## config.mk

```make
export PLATFORM = sky130hd
export DESIGN_NAME = acc_alu_unit
export DESIGN_NICKNAME = d
export VERILOG_FILES = /design/src/rtl/acc_alu_pkg.sv /design/src/rtl/acc_alu_logic.sv /design/src/rtl/acc_alu_arith.sv /design/src/rtl/acc_alu_next.sv /design/src/rtl/acc_alu_unit.sv
export SDC_FILE = /design/constraint.sdc
export NUM_CORES = 1
export LEC_CHECK = 0
export BUFFER_PORTS_ARGS = -buffer_cell sky130_fd_sc_hd__buf_2
export CAP_MARGIN = 0
export CORE_ASPECT_RATIO = 0.8
export CORE_MARGIN = 3
export CORE_UTILIZATION = 61
export CTS_CLUSTER_DIAMETER = 100
export CTS_CLUSTER_SIZE = 20
export DETAILED_ROUTE_END_ITERATION = 12
export HOLD_SLACK_MARGIN = 0.02
export PLACE_DENSITY_LB_ADDON = 0.25
export SLEW_MARGIN = 0
export SYNTH_ARGS = -nofsm -noshare
export SYNTH_HDL_FRONTEND = slang
export SYNTH_SLANG_ARGS = --single-unit
```

## constraint.sdc

```tcl
create_clock -name clk -period 4.3 [get_ports clk]
set_input_delay 0.43 -clock clk [delete_from_list [all_inputs] [get_ports clk]]
set_output_delay 0.43 -clock clk [all_outputs]
set_load 0.005 [all_outputs]
```

## src/rtl/acc_alu_pkg.sv

```systemverilog
package acc_alu_pkg;
  localparam int OP_W = 4;

  typedef enum logic [OP_W-1:0] {
    OP_HOLD   = 4'd0,
    OP_CPL    = 4'd1,
    OP_ROT_DN = 4'd2,
    OP_ROT_UP = 4'd3,
    OP_CLR_A  = 4'd4,
    OP_CLR_C  = 4'd5,
    OP_INC    = 4'd6,
    OP_DEC    = 4'd7,
    OP_AND    = 4'd8,
    OP_ADC    = 4'd9,
    OP_LOAD   = 4'd10
  } op_e;
endpackage

```

## src/rtl/acc_alu_logic.sv

```systemverilog
module acc_alu_logic
  import acc_alu_pkg::*;
#(
  parameter int W = 8
) (
  input  logic [OP_W-1:0] op,
  input  logic [W-1:0]    acc,
  input  logic [W-1:0]    opnd,
  output logic [W-1:0]    res,
  output logic            hit
);
  logic [W-1:0] rot_dn;
  logic [W-1:0] rot_up;

  // Rotates built bit by bit; the wrap bits close the ring.
  for (genvar i = 0; i < W; i++) begin : g_rot
    assign rot_dn[i] = acc[(i + 1) % W];
    assign rot_up[i] = acc[(i + W - 1) % W];
  end

  always_comb begin
    res = acc;
    hit = 1'b1;
    case (op)
      OP_CPL:    res = ~acc;
      OP_ROT_DN: res = rot_dn;
      OP_ROT_UP: res = rot_up;
      OP_CLR_A:  res = '0;
      OP_AND:    res = acc & opnd;
      OP_LOAD:   res = opnd;
      default:   hit = 1'b0;
    endcase
  end
endmodule

```

## src/rtl/acc_alu_arith.sv

```systemverilog
module acc_alu_arith
  import acc_alu_pkg::*;
#(
  parameter int W = 8
) (
  input  logic [OP_W-1:0] op,
  input  logic [W-1:0]    acc,
  input  logic [W-1:0]    opnd,
  input  logic            cin,
  output logic [W-1:0]    sum,
  output logic            cout,
  output logic            hit
);
  localparam int SW = W + 1;

  logic [W-1:0]  addend;
  logic          carry_in;
  logic [SW-1:0] total;

  // One shared adder: increment adds 1, decrement adds all-ones.
  always_comb begin
    addend   = '0;
    carry_in = 1'b0;
    hit      = 1'b1;
    case (op)
      OP_INC: addend = {{(W-1){1'b0}}, 1'b1};
      OP_DEC: addend = '1;
      OP_ADC: begin
        addend   = opnd;
        carry_in = cin;
      end
      default: hit = 1'b0;
    endcase
  end

  assign total = {1'b0, acc} + {1'b0, addend} + SW'(carry_in);
  assign sum   = total[W-1:0];
  assign cout  = total[W];
endmodule

```

## src/rtl/acc_alu_next.sv

```systemverilog
module acc_alu_next
  import acc_alu_pkg::*;
#(
  parameter int W = 8
) (
  input  logic [OP_W-1:0] op,
  input  logic [W-1:0]    acc,
  input  logic            carry,
  input  logic [W-1:0]    logic_res,
  input  logic            logic_hit,
  input  logic [W-1:0]    arith_sum,
  input  logic            arith_cout,
  input  logic            arith_hit,
  output logic [W-1:0]    acc_nx,
  output logic            carry_nx
);
  always_comb begin
    acc_nx   = acc;
    carry_nx = carry;
    if (logic_hit) begin
      acc_nx = logic_res;
    end else if (arith_hit) begin
      acc_nx = arith_sum;
      if (op == OP_ADC) carry_nx = arith_cout;
    end else if (op == OP_CLR_C) begin
      carry_nx = 1'b0;
    end
  end
endmodule

```

## src/rtl/acc_alu_unit.sv

```systemverilog
module acc_alu_unit
  import acc_alu_pkg::*;
#(
  parameter int W = 8
) (
  input  logic            clk,
  input  logic            rst,
  input  logic            step_en,
  input  logic [OP_W-1:0] op_sel,
  input  logic [W-1:0]    mem_data,
  output logic [W-1:0]    acc_q,
  output logic            carry_q,
  output logic            zero_flag
);
  logic [W-1:0] logic_res;
  logic         logic_hit;
  logic [W-1:0] arith_sum;
  logic         arith_cout;
  logic         arith_hit;
  logic [W-1:0] acc_nx;
  logic         carry_nx;

  acc_alu_logic #(.W(W)) u_logic (
    .op(op_sel), .acc(acc_q), .opnd(mem_data), .res(logic_res), .hit(logic_hit)
  );

  acc_alu_arith #(.W(W)) u_arith (
    .op(op_sel), .acc(acc_q), .opnd(mem_data), .cin(carry_q),
    .sum(arith_sum), .cout(arith_cout), .hit(arith_hit)
  );

  acc_alu_next #(.W(W)) u_next (
    .op(op_sel), .acc(acc_q), .carry(carry_q),
    .logic_res(logic_res), .logic_hit(logic_hit),
    .arith_sum(arith_sum), .arith_cout(arith_cout), .arith_hit(arith_hit),
    .acc_nx(acc_nx), .carry_nx(carry_nx)
  );

  always_ff @(posedge clk) begin
    if (rst) begin
      acc_q   <= '0;
      carry_q <= 1'b0;
    end else if (step_en) begin
      acc_q   <= acc_nx;
      carry_q <= carry_nx;
    end
  end

  assign zero_flag = (acc_q == '0);
endmodule

```

==> flow_summary.yaml, run 1 <==
die:
  die_w_um: 60.9
  design.die.area_mm2: 0.00304
  rows: 15
  fp.dieH_um: 49.9
  io_pins: 25
  coreArea_mm2: 0.00221
  start_util: 0.664
sta:
  hold_violations: 0
  tns_ns: 0
  slew_violations: 0
  worstMarginPinSlew_ns: 0.519
  fin_crit_sh: 0.740
  finalHoldWorstSlack_ns: 0.464
  rsz0062_at_grt: "false"
  slew_headroom: 0.654
  fin_crit_ns: 3.18
  fmaxAchievable_ghz: 0.314
  fin_worst_skew_ns: 0.00552
  setup_viol: 0
detailed_routing:
  wire_per_inst_um: 17.6
  drt_pass1_iterations: 5
  via_per_inst: 6.81
  drt_iter0_markers: 246
  drc: 0
  antenna_left: 0
  wl_um: 4340
  vias: 1681
clock_network:
  hold_buffers: 0
  post_cts_buffers: 0
  clock-sinks: 9
  clockBufferDepth: 2
  ctsHtreeMaxLevel: 1
  clock_latency_ns: 0.28
  cts_tree: "done"
  cts_resized: 0
  clk_pin_slew_ns: 0.07
  root_buffer: "clkbuf_4"
  cts-buffers-inserted: 3
finish:
  layoutNonFillerInstCount: 247
  layout_common_cells: "nor2_1, buf_2, o21ai_0, inv_1, a21oi_1"
  layout_commonest_cell: "nor2_1"
  fin_nets: 247
  post-route-util: 0.710
  drive_above_1_share: 0.185
  area_growth_pct: 6.89
  num-fill-cells: 205
  n_antenna_cell: 0
power_and_ir_drop:
  finalPower_mw: 0.321
  power_density_mw_per_mm2: 204
  ir_drop_mv: 0.131
  cellLeakagePower_nw: 0.657
place:
  place_inst: 243
  place_congestion: 0.948
  hpwl_um: 3250
  numPortBuffers: 24
worst_hold_path:
  hp-class: "in -> reg"
  min_delay_path_depth: 2
setup_path:
  worst-setup-path-type: "in -> reg"
  worstPathRequired_ns: 4.47
  end_kind: "flip-flop"
  r2r_cells: 9
  arrival_ns: 3.35
  cp-start-kind: "input pin"
  crit_fanout: 21
synth:
  synth_edf_count: 0
  syn_area_mm2: 0.00147
  synth_top_family_by_area: "compound AO/OA/AOI/OAI gates"
  syn_inst: 207
  postSynthAreaPerCell_um2: 7.10
  synthFlopType: "dfxtp_1"
  synth_cell_type_count: 54
  synthMuxAreaShare: 0.0272
  yosysSeqAreaShare: 0.123
  ys_ff_latch: 9
  synth_xor_xnor_area_share: 0
  synthSimpleGateAreaFrac: 0.284
  ys_warn_count: 0
  synth_fa_ha_area_frac: 0.0868
  synth_compound_area_frac: 0.389
  syn_nets: 231
  async_flop_share: 0
global_route:
  antenna_found_initial: 0
  global_route.usage.met3: 0.0733
  grtUsageMet1: 0.422
  grt_pass1_vias: 1489
  grt_busiest_layer: "met2"
  grt_overflow_total: 0
  grt_max_degree: 29
  grt_pass1_wl_um: 7270
  use_met2: 0.496
  grt_usage: 0.315
run_status:
  outcome: "finished clean"
job:
  drv_cap: 0
## cell usage after synthesis (all sizes together), types with 2 or more instances
library cell | instances | area (µm²)
a211o | 5 | 43.8
nor3 | 13 | 70.1
fa | 2 | 40.0
nor2b | 6 | 37.5
a221o | 4 | 40.0
o21a | 4 | 30.0
a32o | 2 | 20.0
or4 | 2 | 15.0
nand2 | 5 | 18.8
a22oi | 2 | 15.0
buf | 12 | 72.6
a211oi | 5 | 42.5
dfxtp | 9 | 180
nand2b | 4 | 25.0
o21ai | 22 | 110
or2 | 4 | 25.0
inv | 15 | 56.3
ha | 7 | 87.6
nor3b | 2 | 15.0
a21o | 2 | 15.0
a31oi | 2 | 12.5
o31ai | 2 | 28.8
mux2i | 4 | 40.0
a21oi | 13 | 65.1
o221ai | 3 | 26.3
a221oi | 4 | 47.6
nor2 | 35 | 134
## registers in the layout, indices dropped and copies added, names as in the netlist
| signal | cells |
|---|---|
| carry_q | 1 |
| acc_q | 8 |
## report_power, final
group	switching (mW)	internal [mW]
logic	0.0843	0.0583
registers	0.0153	0.0898
clock network	0.0367	0.0361
## metrics by stage
stage	area, µm²	worst slack [ns]
finish	1570	1.12
global route	1570	0.825
CTS	1570	1.20
detailed placement	1550	0.902
global placement	1550	1.08
floorplan	1470	1.42
## critical path, stage by stage
cell and delay, ns:
buf_2 0.29, nand2b_1 0.36, nor2_2 0.38, and3_1 0.23
fa_1 0.21, inv_1 0.06, fa_1 0.39, nor2b_1 0.26
o221ai_1 0.24, a21oi_1 0.21, mux2i_1 0.21, a311oi_1 0.09
## worst paths after layout
path,to,startpoint,slack [ns]
setup / recovery,acc_q[6],op_sel[3],1.12
hold / removal,acc_q[5],rst,0.46
setup reg to reg,acc_q[6],carry_q,1.94
hold reg to reg,acc_q[6],acc_q[6],0.62
## logic make-up after synthesis
group / count (synthesis)
fa+ha+maj: 9
flops: 9
mux: 4
buf+inv: 28
simple gates: 79
compound gates: 78
## final cells by class
type	instances	area [µm²]	share of cell area
inverters	15	56.3	0.0358
multi-input cells	170	1160	0.736
repair buffers	24	120	0.0764
clock buffers	4	26.3	0.0167
well taps	25	31.3	0.0199
flip-flops and latches	9	180	0.115
## per-layer routing
metal | vias to the layer above | share of wire
met5 | - | 0
met4 | 0 | 0.023
met3 | 15 | 0.11
met2 | 114 | 0.45
met1 | 747 | 0.41
li1 | 805 | -
Power figures use the tool's default switching activity.
==> inputs of run 2 (changes only) <==
--- a/config.mk
+++ b/config.mk
@@ -9,7 +9,7 @@
 export CAP_MARGIN = 0
 export CORE_ASPECT_RATIO = 0.8
 export CORE_MARGIN = 3
-export CORE_UTILIZATION = 61
+export CORE_UTILIZATION = 57
 export CTS_CLUSTER_DIAMETER = 100
 export CTS_CLUSTER_SIZE = 20
 export DETAILED_ROUTE_END_ITERATION = 12
==> constraint.sdc (replaced) <==
create_clock -name clk -period 2.95 [get_ports clk]
set_input_delay 0.295 -clock clk [delete_from_list [all_inputs] [get_ports clk]]
set_output_delay 0.295 -clock clk [all_outputs]
set_load 0.005 [all_outputs]
==> run 2 against run 1 <==
  * Utilization up 0.13 points
  * Highest routed layer unchanged
  * Cell area up 3.6%
  * Setup slack worse by 0.66 ns
  * Global-route usage down 2.3 points
  * Combinational power up 50%
  * Clock-buffer cell count unchanged
  * First-iteration DRC count down 30%
==> flow_summary.yaml, run 2 (same netlist as run 1, synthesis figures left out) <==
run_status:
  outcome: "finished clean"
detailed_routing:
  vias: 1747
  drc: 0
  via_per_inst: 6.67
  wl_um: 4430
  wire_per_inst_um: 16.9
  antenna_left: 0
  drt_iter0_markers: 171
  drt_pass1_iterations: 4
global_route:
  grt_overflow_total: 0
  grt_pass1_vias: 1600
  grt_max_degree: 20
  grt_pass1_wl_um: 7470
  antenna_found_initial: 0
  grt_usage: 0.292
sta:
  tns_ns: 0
  setup_viol: 0
  hold_violations: 0
  slew_headroom: 0.709
  fin_worst_skew_ns: 0.00391
  rsz0062_at_grt: "false"
  fmaxAchievable_ghz: 0.402
  slew_violations: 0
  worstMarginPinSlew_ns: 0.436
  fin_crit_ns: 2.49
  finalHoldWorstSlack_ns: 0.361
  fin_crit_sh: 0.843
finish:
  stdcell_area_mm2: 0.00163
  area_growth_pct: 10.7
  drive_above_1_share: 0.206
  fin_nets: 253
  regMostFlops: "acc_q"
  layout_common_cells: "nor2_1, buf_2, o21ai_0, inv_1, a21oi_1"
  largest_reg_flops: 8
  post-route-util: 0.711
  largestRegisters: "acc_q: 8 flops, carry_q: 1 flops"
  layout_commonest_cell: "nor2_1"
  n_antenna_cell: 0
setup_path:
  cp-start-kind: "input pin"
  crit_fanout: 14
  end_kind: "flip-flop"
  worst-setup-path-type: "in -> reg"
  arrival_ns: 2.63
  worstPathRequired_ns: 3.09
clock_network:
  hold_buffers: 0
  clockBufferDepth: 2
  cts_tree: "done"
  cts_resized: 0
  clock_latency_ns: 0.27
  root_buffer: "clkbuf_4"
  ctsHtreeMaxLevel: 1
  post_cts_buffers: 0
  clock-sinks: 9
  clk_pin_slew_ns: 0.06
  cts-buffers-inserted: 3
power_and_ir_drop:
  swShare: 0.419
  combPwrFrac: 0.457
  power_density_mw_per_mm2: 289
  p_int_mw: 0.273
  seq_power_share: 0.326
  clkPwrFrac: 0.217
  cellLeakagePower_nw: 0.687
  finalPower_mw: 0.470
  p_switching_mw: 0.197
  ir_drop_mv: 0.209
job:
  drv_cap: 0
place:
  place_area_mm2: 0.00160
  numPortBuffers: 24
  place_congestion: 0.929
  hpwl_um: 3270
die:
  die_w_um: 62.8
  coreArea_mm2: 0.00229
  io_pins: 25
  rows: 15
  fp.dieH_um: 51.4
  design.die.area_mm2: 0.00323
  start_util: 0.642
worst_hold_path:
  hp-class: "in -> reg"
[run 2: layer usage]
| metal | GRT usage | wire length, µm |
|---|---|---|
| met1 | 0.381 | 1970 |
| met2 | 0.497 | 2030 |
| met3 | 0.0549 | 366 |
| met5 | 0 | 0 |
| met4 | 0.0733 | 68 |
[run 2: final cells by class]
class / count / area, µm²
multi-input cells: 170 / 1160
fillers: 196 / 662
flip-flops and latches: 9 / 180
repair buffers: 30 / 165
inverters: 15 / 56.3
well taps: 34 / 42.5
clock buffers: 4 / 26.3
[run 2: metrics by stage]
step / worst slack (ns) / std cells
2_1_floorplan: 0.210 / 207
3_3_place_gp: 0.337 / 258
3_5_place_dp: 0.224 / 258
4_1_cts: 0.494 / 262
5_1_grt: 0.266 / 262
6_report: 0.462 / 262
[run 2: power by group through the flow]
stage / Clock (mW) / Combinational (mW) / Sequential (mW)
2_1_floorplan: 0 / 0.154 / 0.148
3_3_place_gp: 0 / 0.203 / 0.154
3_5_place_dp: 0 / 0.210 / 0.155
4_1_cts: 0.103 / 0.211 / 0.152
5_1_grt: 0.112 / 0.236 / 0.155
6_report: 0.102 / 0.215 / 0.153
[run 2: critical path, cell delays in order]
cell	delay (ns)
buf_2	0.17
nand2b_1	0.19
nor2_2	0.18
a31o_2	0.20
fa_1	0.18
inv_1	0.06
fa_1	0.37
nor2b_1	0.24
o221ai_1	0.22
a21oi_1	0.20
mux2i_1	0.22
a311oi_1	0.10
[run 2: worst paths after layout]
path	start	end	slack [ns]	cells after the start
min reg2reg	acc_q[6]	acc_q[6]	0.63	2
min	rst	acc_q[5]	0.36	2
max reg2reg	carry_q	acc_q[6]	0.68	9
max	op_sel[2]	acc_q[6]	0.46	12
